File: src/rtl/rtc_tick_pkg.sv
package rtc_tick_pkg;
  localparam logic [7:0] IDX_CTRL  = 8'h0A;
  localparam logic [7:0] IDX_MODE  = 8'h0B;
  localparam logic [7:0] IDX_FLAGS = 8'h0C;

  localparam logic [2:0] DIV_RUN = 3'b010;

  localparam int MODE_PIE = 6;
  localparam int MODE_UIE = 4;

  localparam int FLG_IRQ = 7;
  localparam int FLG_PER = 6;
  localparam int FLG_UPD = 4;
endpackage

File: src/rtl/rtc_host_if.sv
module rtc_host_if
  import rtc_tick_pkg::*;
#(
  parameter int IDX_W = 7,
  parameter int DW    = 8
) (
  input  logic          clk,
  input  logic          rst,
  input  logic          bus_en,
  input  logic          bus_we,
  input  logic          bus_port,
  input  logic [DW-1:0] bus_wdata,
  input  logic [DW-1:0] flags,
  output logic [DW-1:0] rdata,
  output logic [2:0]    div_sel,
  output logic [3:0]    rate,
  output logic          pie,
  output logic          uie,
  output logic          flag_ack
);
  logic [IDX_W-1:0] idx_q;
  logic [6:0]       ctrl_q;
  logic [DW-1:0]    mode_q;
  logic [DW-1:0]    rd_mux;
  logic             data_rd, data_wr, idx_wr;
  logic             hit_ctrl, hit_mode, hit_flags;

  assign idx_wr  = bus_en & ~bus_port & bus_we;
  assign data_wr = bus_en &  bus_port & bus_we;
  assign data_rd = bus_en &  bus_port & ~bus_we;

  assign hit_ctrl  = (idx_q == IDX_CTRL[IDX_W-1:0]);
  assign hit_mode  = (idx_q == IDX_MODE[IDX_W-1:0]);
  assign hit_flags = (idx_q == IDX_FLAGS[IDX_W-1:0]);

  always_comb begin
    rd_mux = '0;
    if (hit_ctrl)       rd_mux = {1'b0, ctrl_q};
    else if (hit_mode)  rd_mux = mode_q;
    else if (hit_flags) rd_mux = flags;
  end

  always_ff @(posedge clk) begin
    if (rst) begin
      idx_q  <= '0;
      ctrl_q <= '0;
      mode_q <= '0;
      rdata  <= '0;
    end else begin
      if (idx_wr) idx_q <= bus_wdata[IDX_W-1:0];
      if (data_wr && hit_ctrl) ctrl_q <= bus_wdata[6:0];
      if (data_wr && hit_mode) mode_q <= bus_wdata;
      if (data_rd) rdata <= rd_mux;
    end
  end

  assign flag_ack = data_rd & hit_flags;
  assign div_sel  = ctrl_q[6:4];
  assign rate     = ctrl_q[3:0];
  assign pie      = mode_q[MODE_PIE];
  assign uie      = mode_q[MODE_UIE];
endmodule

File: src/rtl/rtc_rate_div.sv
module rtc_rate_div
  import rtc_tick_pkg::*;
#(
  parameter int CNT_W = 15
) (
  input  logic       clk,
  input  logic       rst,
  input  logic       strobe,
  input  logic [2:0] div_sel,
  input  logic [3:0] rate,
  output logic       tick
);
  logic [CNT_W-1:0] cnt_q;
  logic [CNT_W-1:0] mask;
  logic [3:0]       tap;
  logic             run;

  assign run = (div_sel == DIV_RUN);

  always_comb begin
    case (rate)
      4'd0:    tap = 4'd0;
      4'd1:    tap = 4'd7;
      4'd2:    tap = 4'd8;
      default: tap = rate - 4'd1;
    endcase
  end

  for (genvar g = 0; g < CNT_W; g++) begin : g_mask
    assign mask[g] = ({28'd0, tap} > 32'(g));
  end

  always_ff @(posedge clk) begin
    if (rst || !run) cnt_q <= '0;
    else if (strobe) cnt_q <= cnt_q + 1'b1;
  end

  assign tick = run & strobe & (tap != 4'd0) & ((cnt_q & mask) == mask);
endmodule

File: src/rtl/rtc_flag_ctl.sv
module rtc_flag_ctl
  import rtc_tick_pkg::*;
(
  input  logic       clk,
  input  logic       rst,
  input  logic       tick,
  input  logic       ack,
  input  logic       pie,
  input  logic       uie,
  output logic [7:0] flags,
  output logic       irq
);
  logic per_q, upd_q, irq_q;
  logic per_n, upd_n, irq_n;

  assign per_n = (per_q & ~ack) | tick;
  assign upd_n = upd_q & ~ack;
  assign irq_n = (irq_q & ~ack) | (per_n & pie) | (upd_n & uie);

  always_ff @(posedge clk) begin
    if (rst) begin
      per_q <= 1'b0;
      upd_q <= 1'b0;
      irq_q <= 1'b0;
    end else begin
      per_q <= per_n;
      upd_q <= upd_n;
      irq_q <= irq_n;
    end
  end

  always_comb begin
    flags          = '0;
    flags[FLG_IRQ] = irq_q;
    flags[FLG_PER] = per_q;
    flags[FLG_UPD] = upd_q;
  end

  assign irq = irq_q;
endmodule

File: src/rtl/rtc_tick_unit.sv
module rtc_tick_unit
  import rtc_tick_pkg::*;
#(
  parameter int IDX_W = 7,
  parameter int CNT_W = 15
) (
  input  logic       clk,
  input  logic       rst,
  input  logic       tick_32k,
  input  logic       bus_en,
  input  logic       bus_we,
  input  logic       bus_port,
  input  logic [7:0] bus_wdata,
  output logic [7:0] bus_rdata,
  output logic       irq
);
  logic [7:0] flags_w;
  logic [2:0] div_sel_w;
  logic [3:0] rate_w;
  logic       pie_w, uie_w, ack_w, tick_w;

  rtc_host_if #(.IDX_W(IDX_W), .DW(8)) u_host (
    .clk(clk), .rst(rst), .bus_en(bus_en), .bus_we(bus_we),
    .bus_port(bus_port), .bus_wdata(bus_wdata), .flags(flags_w),
    .rdata(bus_rdata), .div_sel(div_sel_w), .rate(rate_w),
    .pie(pie_w), .uie(uie_w), .flag_ack(ack_w)
  );

  rtc_rate_div #(.CNT_W(CNT_W)) u_div (
    .clk(clk), .rst(rst), .strobe(tick_32k), .div_sel(div_sel_w),
    .rate(rate_w), .tick(tick_w)
  );

  rtc_flag_ctl u_flag (
    .clk(clk), .rst(rst), .tick(tick_w), .ack(ack_w), .pie(pie_w),
    .uie(uie_w), .flags(flags_w), .irq(irq)
  );
endmodule

File: config.mk
export PLATFORM = sky130hd
export DESIGN_NAME = rtc_tick_unit
export DESIGN_NICKNAME = d
export VERILOG_FILES = /design/src/rtl/rtc_tick_pkg.sv /design/src/rtl/rtc_host_if.sv /design/src/rtl/rtc_rate_div.sv /design/src/rtl/rtc_flag_ctl.sv /design/src/rtl/rtc_tick_unit.sv
export SDC_FILE = /design/constraint.sdc
export NUM_CORES = 1
export LEC_CHECK = 0
export BUFFER_PORTS_ARGS = -buffer_cell sky130_fd_sc_hd__buf_2
export CORE_MARGIN = 2
export CORE_UTILIZATION = 45
export CTS_CLUSTER_DIAMETER = 200
export DETAILED_ROUTE_END_ITERATION = 16
export PLACE_DENSITY = 0.68
export SLEW_MARGIN = 20
export SYNTH_ARGS = -nofsm -noshare
export SYNTH_HDL_FRONTEND = slang
export SYNTH_HIERARCHICAL = 1
export SYNTH_SLANG_ARGS = --single-unit
export TNS_END_PERCENT = 20
File: constraint.sdc
create_clock -name clk -period 2.8 [get_ports clk]
set_input_delay 0 -clock clk [delete_from_list [all_inputs] [get_ports clk]]
set_output_delay 0 -clock clk [all_outputs]
set_load 0.02 [all_outputs]
==> results.txt, run 1 <==
In this run switching power makes up 23.7% of total power. OpenSTA, run right after detailed placement, puts the worst setup slack at 0.334 ns. After clock tree synthesis, the clock-pin slew on the worst setup and hold paths is 0.09 ns. After floorplanning, the core was sized to cover 0.00585 mm². The origin of the critical flop-to-flop path is u_host/ctrl_q[0]. The fraction of synthesis flops using an asynchronous set or reset pin was 0%; the count of mapped cells out of synthesis was 300. The worst-case clock skew is 0.00877 ns, and the via-per-instance ratio is 5.93.

The overflow left after global routing came out at 0. In this run the clock root is driven by a clkbuf_8. The top cell types in the final layout, fill and taps aside, are dfxtp_1, nor2_1, buf_2, a21oi_1, nand4_1. The worst setup path is of the flop to flop kind.

The Yosys step of the flow raised 6 warnings. Cell internal power was estimated by the tool at 885 µW. In this run, synthesis inferred 0 flip-flops with an integrated enable.

For the initial antenna violation count, the log shows 0. The die covers 0.00660 mm². The first global-routing pass estimated 10.3 mm of wire.

The number of gates resized after CTS was 0. The pre-antenna-repair detailed-routing pass consisted of 4 iterations. From synthesis to final layout, the design area changed by 8.29%. The total global-route track usage is 20.0%.

For the endpoint arrival time on the critical path, the log shows 2.77 ns. The final-report hold violation count was 0. The worst setup path is launched from a flop. Measured along the x axis, the die boundary spans 81.3 µm. For this run, design rule violations remaining after detail routing come to 0. The final wirelength was 6.12 mm. The count of cell types in the netlist is 62, and the number of primary I/O pins is 23.

Number of H-tree levels: 2. The worst register-to-register path ends at u_flag/irq. The half-perimeter wire length of the detailed placement result is 4.23 mm. Launching element of the worst setup path: u_host/ctrl_q[0]. In this run the vertical extent of the chip is 81.3 µm.

Leaving out fill and tap cells, the most frequent cell in the layout is dfxtp_1. For the number of post-CTS setup repair buffers, the log shows 0. The total leakage power was 1.03 nW. At the end of routability-driven placement, the weighted congestion stood at 0.854. The synthesized netlist occupies a cell area of 0.00269 mm².

The worst pin sits at a relative slew slack of 50.7%. The clock network fraction of design power was 33.9%. Across the VDD grid, the largest voltage drop is 0.269 mV. Type of the most critical hold path: input pin to flop. For the largest net degree at the start of global routing, the log shows 39.

Portion of total power attributed to combinational logic: 6.3%. The average wire length per cell after detail routing was 15.8 µm. The reported max-cap violation count is 0. The relative contribution of sequential cells to total power is 59.8%, and the CTS buffer count is 5. The slew at the pin closest to its max-slew limit was 0.739 ns.

The most critical setup path has its endpoint at u_flag/irq. Setup TNS: 0 ns. The flow ran to the end, and the final reports show no timing, DRC or antenna violations. The tools report the switching power total as 274 µW. After layout, the worst path uses 90.1% of the clock period. The first routing iteration left 131 violations. The max-slew violation count was 0.

Dividing total power by cell area gives a power density of 398 mW/mm². The logs give 0.276 ns for the worst-case setup margin in the final layout and 332 for the number of nets in the layout. The total of fill cells in the finished design is 560, and the clock period minus worst slack is 2.52 ns. The number of global-route vias before repair is 2106, and the number of input and output port buffers inserted is 22. The logs give 0 for the count of antenna diodes in the layout and 45.9% for the starting density of the core. Along the worst path, the maximum fanout reaches 10. TritonCTS built the clock tree. The detail route stage leaves a number of antenna-violating nets equal to 0. The share of post-route cells with drive strength above 1 was 15.4%. The number of clock sinks seen by CTS is 48. The most used flip-flop cell after synthesis is dfxtp_1. STA classifies the critical path endpoint as a flop. The share of synthesized area occupied by flip-flops and latches is 35.8%, and the worst reg-to-reg path cell count is 10. After synthesis the netlist holds a flip-flop and latch count of 48. Via count: 2296.

The setup check on the worst reg-to-reg path leaves a slack of 0.28 ns. The clock passes through at most 2 buffers. The later pin in the worst-skew pair is clocked with a latency of 0.30 ns.

A synthesized cell averages 8.95 µm². Setup repair after global routing left no endpoint under its margin. At the worst endpoint, the required time is 3.05 ns. The timing-limited maximum frequency is 396 MHz, and the count of standard-cell rows is 28. The count of final setup violators was 0.
## cell families (layout without fill, tap and decap cells)
family,after synthesis,after routing,share of synthesized area (%)
and+or+nand+nor,108,108,24.5
other,1,5,0.140
adders and majority gates,6,6,2.79
xor gates and xnor gates,14,14,4.56
muxes,13,13,5.08
buffers and inverters,39,47,7.64
DFF,48,48,35.8
AOI/OAI and AO/OA,71,71,19.6
## cells in the mapped netlist, types with 3 or more instances
library cell  number  area share [%]
dfxtp_1           48              36
nor2_1            28             3.9
a21oi_1           22             4.1
nand4_1           19             4.4
o31ai_1           17             4.8
clkbuf_1          13             1.8
buf_4             10             2.8
nand2_1           10             1.4
inv_1              8             1.1
mux2i_1            8             3.0
xnor2_1            8             2.6
nor3b_1            7             2.0
ha_1               6             2.8
nand3_1            6             1.1
xor2_1             6             2.0
a221o_1            5             1.9
mux2_2             5             2.1
nor3_1             5            0.93
buf_2              4            0.75
nand2b_1           4            0.93
nand3b_1           4             1.1
and3_1             3            0.70
nor2b_1            3            0.70
nor4_1             3            0.70
o211ai_1           3            0.84
o21ai_0            3            0.56
## critical path: stages (launching register included)
cell and delay [ns]:
dfxtp_1 0.51, inv_1 0.14, ha_1 0.40, nand2_1 0.11, o32ai_1 0.40, a21oi_1 0.14
nor4_2 0.25, o2111a_1 0.21, inv_1 0.05, a21oi_2 0.13, a21o_1 0.13
## per-layer routing
layer	wire, µm	track usage, %	vias up	part of all wire [%]
met3	213	3.56	18	3.5
met2	2870	31.8	62	47
met1	2830	25.8	1095	46
met4	207	10.2	0	3.4
li1	-	-	1121	-
met5	0	0	-	0
## repair_timing
action                                 4_1_cts  5_1_grt
endpoints found under the hold margin       19        0
setup endpoints to repair                    0        0
hold buffers                                 8        0
## sequential cells by signal, summed over array words and instances (netlist names)
name	cells
u_flag/upd_q	1
u_flag/per_q	1
u_host/ctrl_q	7
u_div/cnt_q	15
u_flag/irq	1
u_host/idx_q	7
u_host/mode_q	8
u_host/rdata	8
## worst min-delay path by stage
stage	to	cells after the start	slack [ns]	from
finish	u_div/cnt_q[0]	3	0.05	tick_32k
global route	u_div/cnt_q[0]	3	0.07	tick_32k
CTS	u_div/cnt_q[0]	3	0.04	tick_32k
detailed placement	u_host/mode_q[7]	3	0.28	bus_wdata[7]
global placement	u_host/mode_q[7]	3	0.27	bus_wdata[7]
floorplan	u_flag/per_q	1	0.07	rst
## through the flow
step | power [mW] | util (%) | area (µm²) | hold WS, ns | cells
floorplan | 0.754 | - | 2700 | 0.0684 | 304
detailed placement | 0.772 | 47.0 | 2750 | 0.277 | 372
CTS | 1.17 | 49.7 | 2910 | 0.0422 | 387
global route | 1.21 | 49.7 | 2910 | 0.0748 | 387
finish | 1.16 | 49.7 | 2910 | 0.0496 | 387
global placement | 0.771 | 47.0 | 2750 | 0.274 | 372
## layout make-up
cell class | count | area, µm² | area share, %
multi-input combinational | 217 | 1540 | 53.0
tap | 75 | 93.8 | 3.23
inverter | 8 | 30.0 | 1.03
clock inverter | 1 | 5.00 | 0.172
sequential | 48 | 961 | 33.0
timing repair buffer | 32 | 205 | 7.05
clock buffer | 6 | 72.6 | 2.49
## power groups by stage
stage          Combinational [mW]  Clock (mW)  Sequential (mW)
3_3_place_gp               0.0631           0            0.708
4_1_cts                    0.0723       0.407            0.692
3_5_place_dp               0.0638           0            0.708
5_1_grt                    0.0799       0.438            0.694
2_1_floorplan              0.0489           0            0.705
6_report                   0.0735       0.393            0.693
Power figures use the tool's default switching activity.
==> run 2, diff against run 1 <==
--- a/config.mk
+++ b/config.mk
@@ -5,12 +5,12 @@
 export SDC_FILE = /design/constraint.sdc
 export NUM_CORES = 1
 export LEC_CHECK = 0
-export BUFFER_PORTS_ARGS = -buffer_cell sky130_fd_sc_hd__buf_2
 export CORE_MARGIN = 2
 export CORE_UTILIZATION = 45
 export CTS_CLUSTER_DIAMETER = 200
 export DETAILED_ROUTE_END_ITERATION = 16
-export PLACE_DENSITY = 0.68
+export DONT_BUFFER_PORTS = 1
+export PLACE_DENSITY = 0.65
 export SLEW_MARGIN = 20
 export SYNTH_ARGS = -nofsm -noshare
 export SYNTH_HDL_FRONTEND = slang
==> results.txt, run 2 (same netlist as run 1, synthesis figures left out) <==
The reported max-cap violation count was 0 (unchanged); the die width was 81.3 µm (unchanged). For the tightest slew margin relative to the limit, the log shows 51.0% (+0.25 points). The average wire length per cell after detail routing works out to 16.5 µm (+4.4%). CTS buffer count: 5 (unchanged).

The run gives 2133 (+1.3%) as the number of global-route vias before repair. The worst reg-to-reg path cell count works out to 10 (unchanged). The timing-limited maximum frequency is 392 MHz (-0.99%), and the wire length of the first global-routing pass is 10.4 mm (+1.6%). The half-perimeter wire length of the detailed placement result is 4.28 mm (+1.3%), and the share of post-route cells with drive strength above 1 is 10.5% (-4.9 points).

The tools report the required arrival time at the worst endpoint as 3.05 ns (about the same). Setup repair after global routing left no endpoint under its margin. The via-per-instance ratio works out to 5.89 (-0.64%). Overflow left after global routing: 0 (unchanged).

The run gives 2 (unchanged) as the maximum number of buffers from clock root to sink. The ratio of final minimum period to clock period is 91.0% (+0.90 points), and the largest vdd supply drop is 0.276 mV (+2.4%). The number of cells traversed by the worst hold path was 2 (-1). The growth of design area from synthesis to finish works out to 6.05%.

In this design, the critical path's most frequently occurring cell is inv_1. The largest registers in the layout are u_div/cnt_q x15, u_host/mode_q x8, u_host/rdata x8. The tools report the total leakage power as 0.966 nW (-6.6%). The via count was 2187 (-4.7%); the share of the core filled with cells was 48.7% (-1.0 points). For the switching power total, the log shows 284 µW (+3.6%). The cell-internal power was 884 µW (about the same). The run gives 0 ns (unchanged) as the setup TNS. Traced cell by cell, the critical path runs through inv_1, ha_1, nand2_1, o32ai_1, a21oi_1, nor4_2, o2111a_1, inv_1, a21oi_2, a21o_1. The post-route cell area was 0.00285 mm² (-2.1%); the number of input and output port buffers inserted was 0 (-100%). The count of antenna diodes in the layout is 0 (unchanged). The area of the die was 0.00660 mm² (unchanged). The max-slew violation count is 0 (unchanged), and the initial antenna violation count is 0 (unchanged). TritonCTS built the clock tree. The number of nets in the layout came out at 315 (-5.1%). The delay of the slowest cell on the worst path is 0.52 ns (about the same). The clock transition time at the flip-flop clock pins of the worst setup and hold paths came out at 0.10 ns (about the same). The type of the most critical hold path is input pin to flop. The clock period minus worst slack is 2.55 ns (+0.0253 ns).

The slew at the pin closest to its max-slew limit is 0.736 ns (-0.00368 ns), and the relative contribution of sequential cells to total power is 59.3% (-0.5 points). The number of clock sinks seen by CTS was 48 (unchanged). The run gives 31 (-21%) as the largest net degree at the start of global routing. The flow ran to the end, and the final reports show no timing, DRC or antenna violations. The buffer cell driving the clock tree root was clkbuf_8. The maximum fanout count along the critical path is 10 (unchanged). Leaving out fill and tap cells, the most frequent cells in the layout are dfxtp_1, nor2_1, a21oi_1, nand4_1, o31ai_1.

The switching share of total power was 24.3% (+0.64 points). The count of routing violations after the opening detailed-route iteration was 93 (-29%). For the count of final setup violators, the log shows 0 (unchanged). Post-detailed-route DRC marker count: 0 (unchanged).

The logs give 0.0121 ns (+0.00334 ns) for the worst-case clock skew and 0.00585 mm² (unchanged) for the total core area. The count of standard-cell rows came out at 28 (unchanged). The total iterations of the first detailed-routing run was 4 (unchanged).

The library cell used most frequently in the layout, excluding fill and tap cells, is dfxtp_1. The starting density of the core is 45.9% (unchanged). The run gives 23 (unchanged) as the number of primary I/O pins. The run gives 6.13 mm (+0.11%) as the final wirelength. The logs give 2.80 ns (+0.03 ns) for the endpoint arrival time on the critical path and 0.31 ns (about the same) for the clock latency of the later-clocked register in the worst-skew pair. The ratio of total power to cell area works out to 410 mW/mm² (+2.9%). The worst setup path is captured at a flop. The total global-route track usage is 20.2% (+0.23 points), and the number of H-tree levels is 2 (unchanged). The run gives 35.5% (+1.6 points) as the clock network fraction of design power. The type of the setup path with the least slack was flop to flop. The startpoint type of the worst setup path is a flop.

The portion of total power attributed to combinational logic came out at 5.2% (-1.1 points). The count of nets left with antenna violations after detail routing came out at 0 (unchanged). The run gives 0 (unchanged) as the final-report hold violation count. Register with the most flip-flops: u_div/cnt_q. The run gives 0.800 (-6.3%) as the global placement routability congestion.

The chip height is 81.3 µm (unchanged), and the number of flip-flops under the largest register name is 15 (unchanged). For the placed standard-cell area, the log shows 0.00266 mm² (-3.5%). Worst-path cell with the longest stage delay: dfxtp_1.
run 2: final timing paths:
| kind | from | endpoint | slack, ns |
|---|---|---|---|
| worst max register to register | u_host/ctrl_q[0] | u_flag/irq | 0.25 |
| worst min-delay path | rst | u_host/rdata[0] | 0.02 |
| worst min register to register | u_host/mode_q[3] | u_host/mode_q[3] | 0.47 |
| worst max-delay path | u_host/ctrl_q[0] | u_flag/irq | 0.25 |
run 2: cell type report:
cell class | instances | area, µm²
Clock buffer | 5 | 68.8
Fill cell | 570 | 3000
Multi-Input combinational cell | 217 | 1540
Timing Repair Buffer | 15 | 135
Inverter | 8 | 30.0
Clock inverter | 3 | 18.8
Tap cell | 75 | 93.8
Sequential cell | 48 | 961
run 2: critical path: cells and delay by family, from the launching register on:
kind	cells	cell delay, ns
compound gates	5	0.98
flops	1	0.52
fa+ha+maj	1	0.41
simple gates	2	0.38
buf+inv	2	0.19
run 2: timing repair:
item / CTS / global route
endpoints found under the hold margin: 32 / 0
hold buffers: 11 / 0
gates resized for setup: 0 / 0
setup buffers: 0 / 0
run 2: per-stage QoR:
stage	setup WS (ns)	power (mW)	hold WS, ns	cells
2_1_floorplan	0.613	0.754	0.0684	304
3_3_place_gp	0.450	0.747	0.0774	352
3_5_place_dp	0.329	0.747	0.0772	352
4_1_cts	0.289	1.18	0.00791	371
5_1_grt	0.0663	1.22	0.00828	371
6_report	0.251	1.17	0.0153	371
run 2: layer usage:
layer | wire (µm) | GRT usage (%) | vias to the layer above
met5 | 0 | 0 | -
met4 | 79 | 6.44 | 0
met3 | 284 | 4.22 | 7
met2 | 3030 | 33.9 | 56
met1 | 2740 | 25.8 | 1035
li1 | - | - | 1089
run 2: power by group through the flow:
stage | sequential, mW | combinational [mW] | clock [mW]
floorplan | 0.705 | 0.0489 | 0
global placement | 0.708 | 0.0382 | 0
detailed placement | 0.709 | 0.0383 | 0
CTS | 0.693 | 0.0606 | 0.429
global route | 0.693 | 0.0657 | 0.457
finish | 0.693 | 0.0605 | 0.415
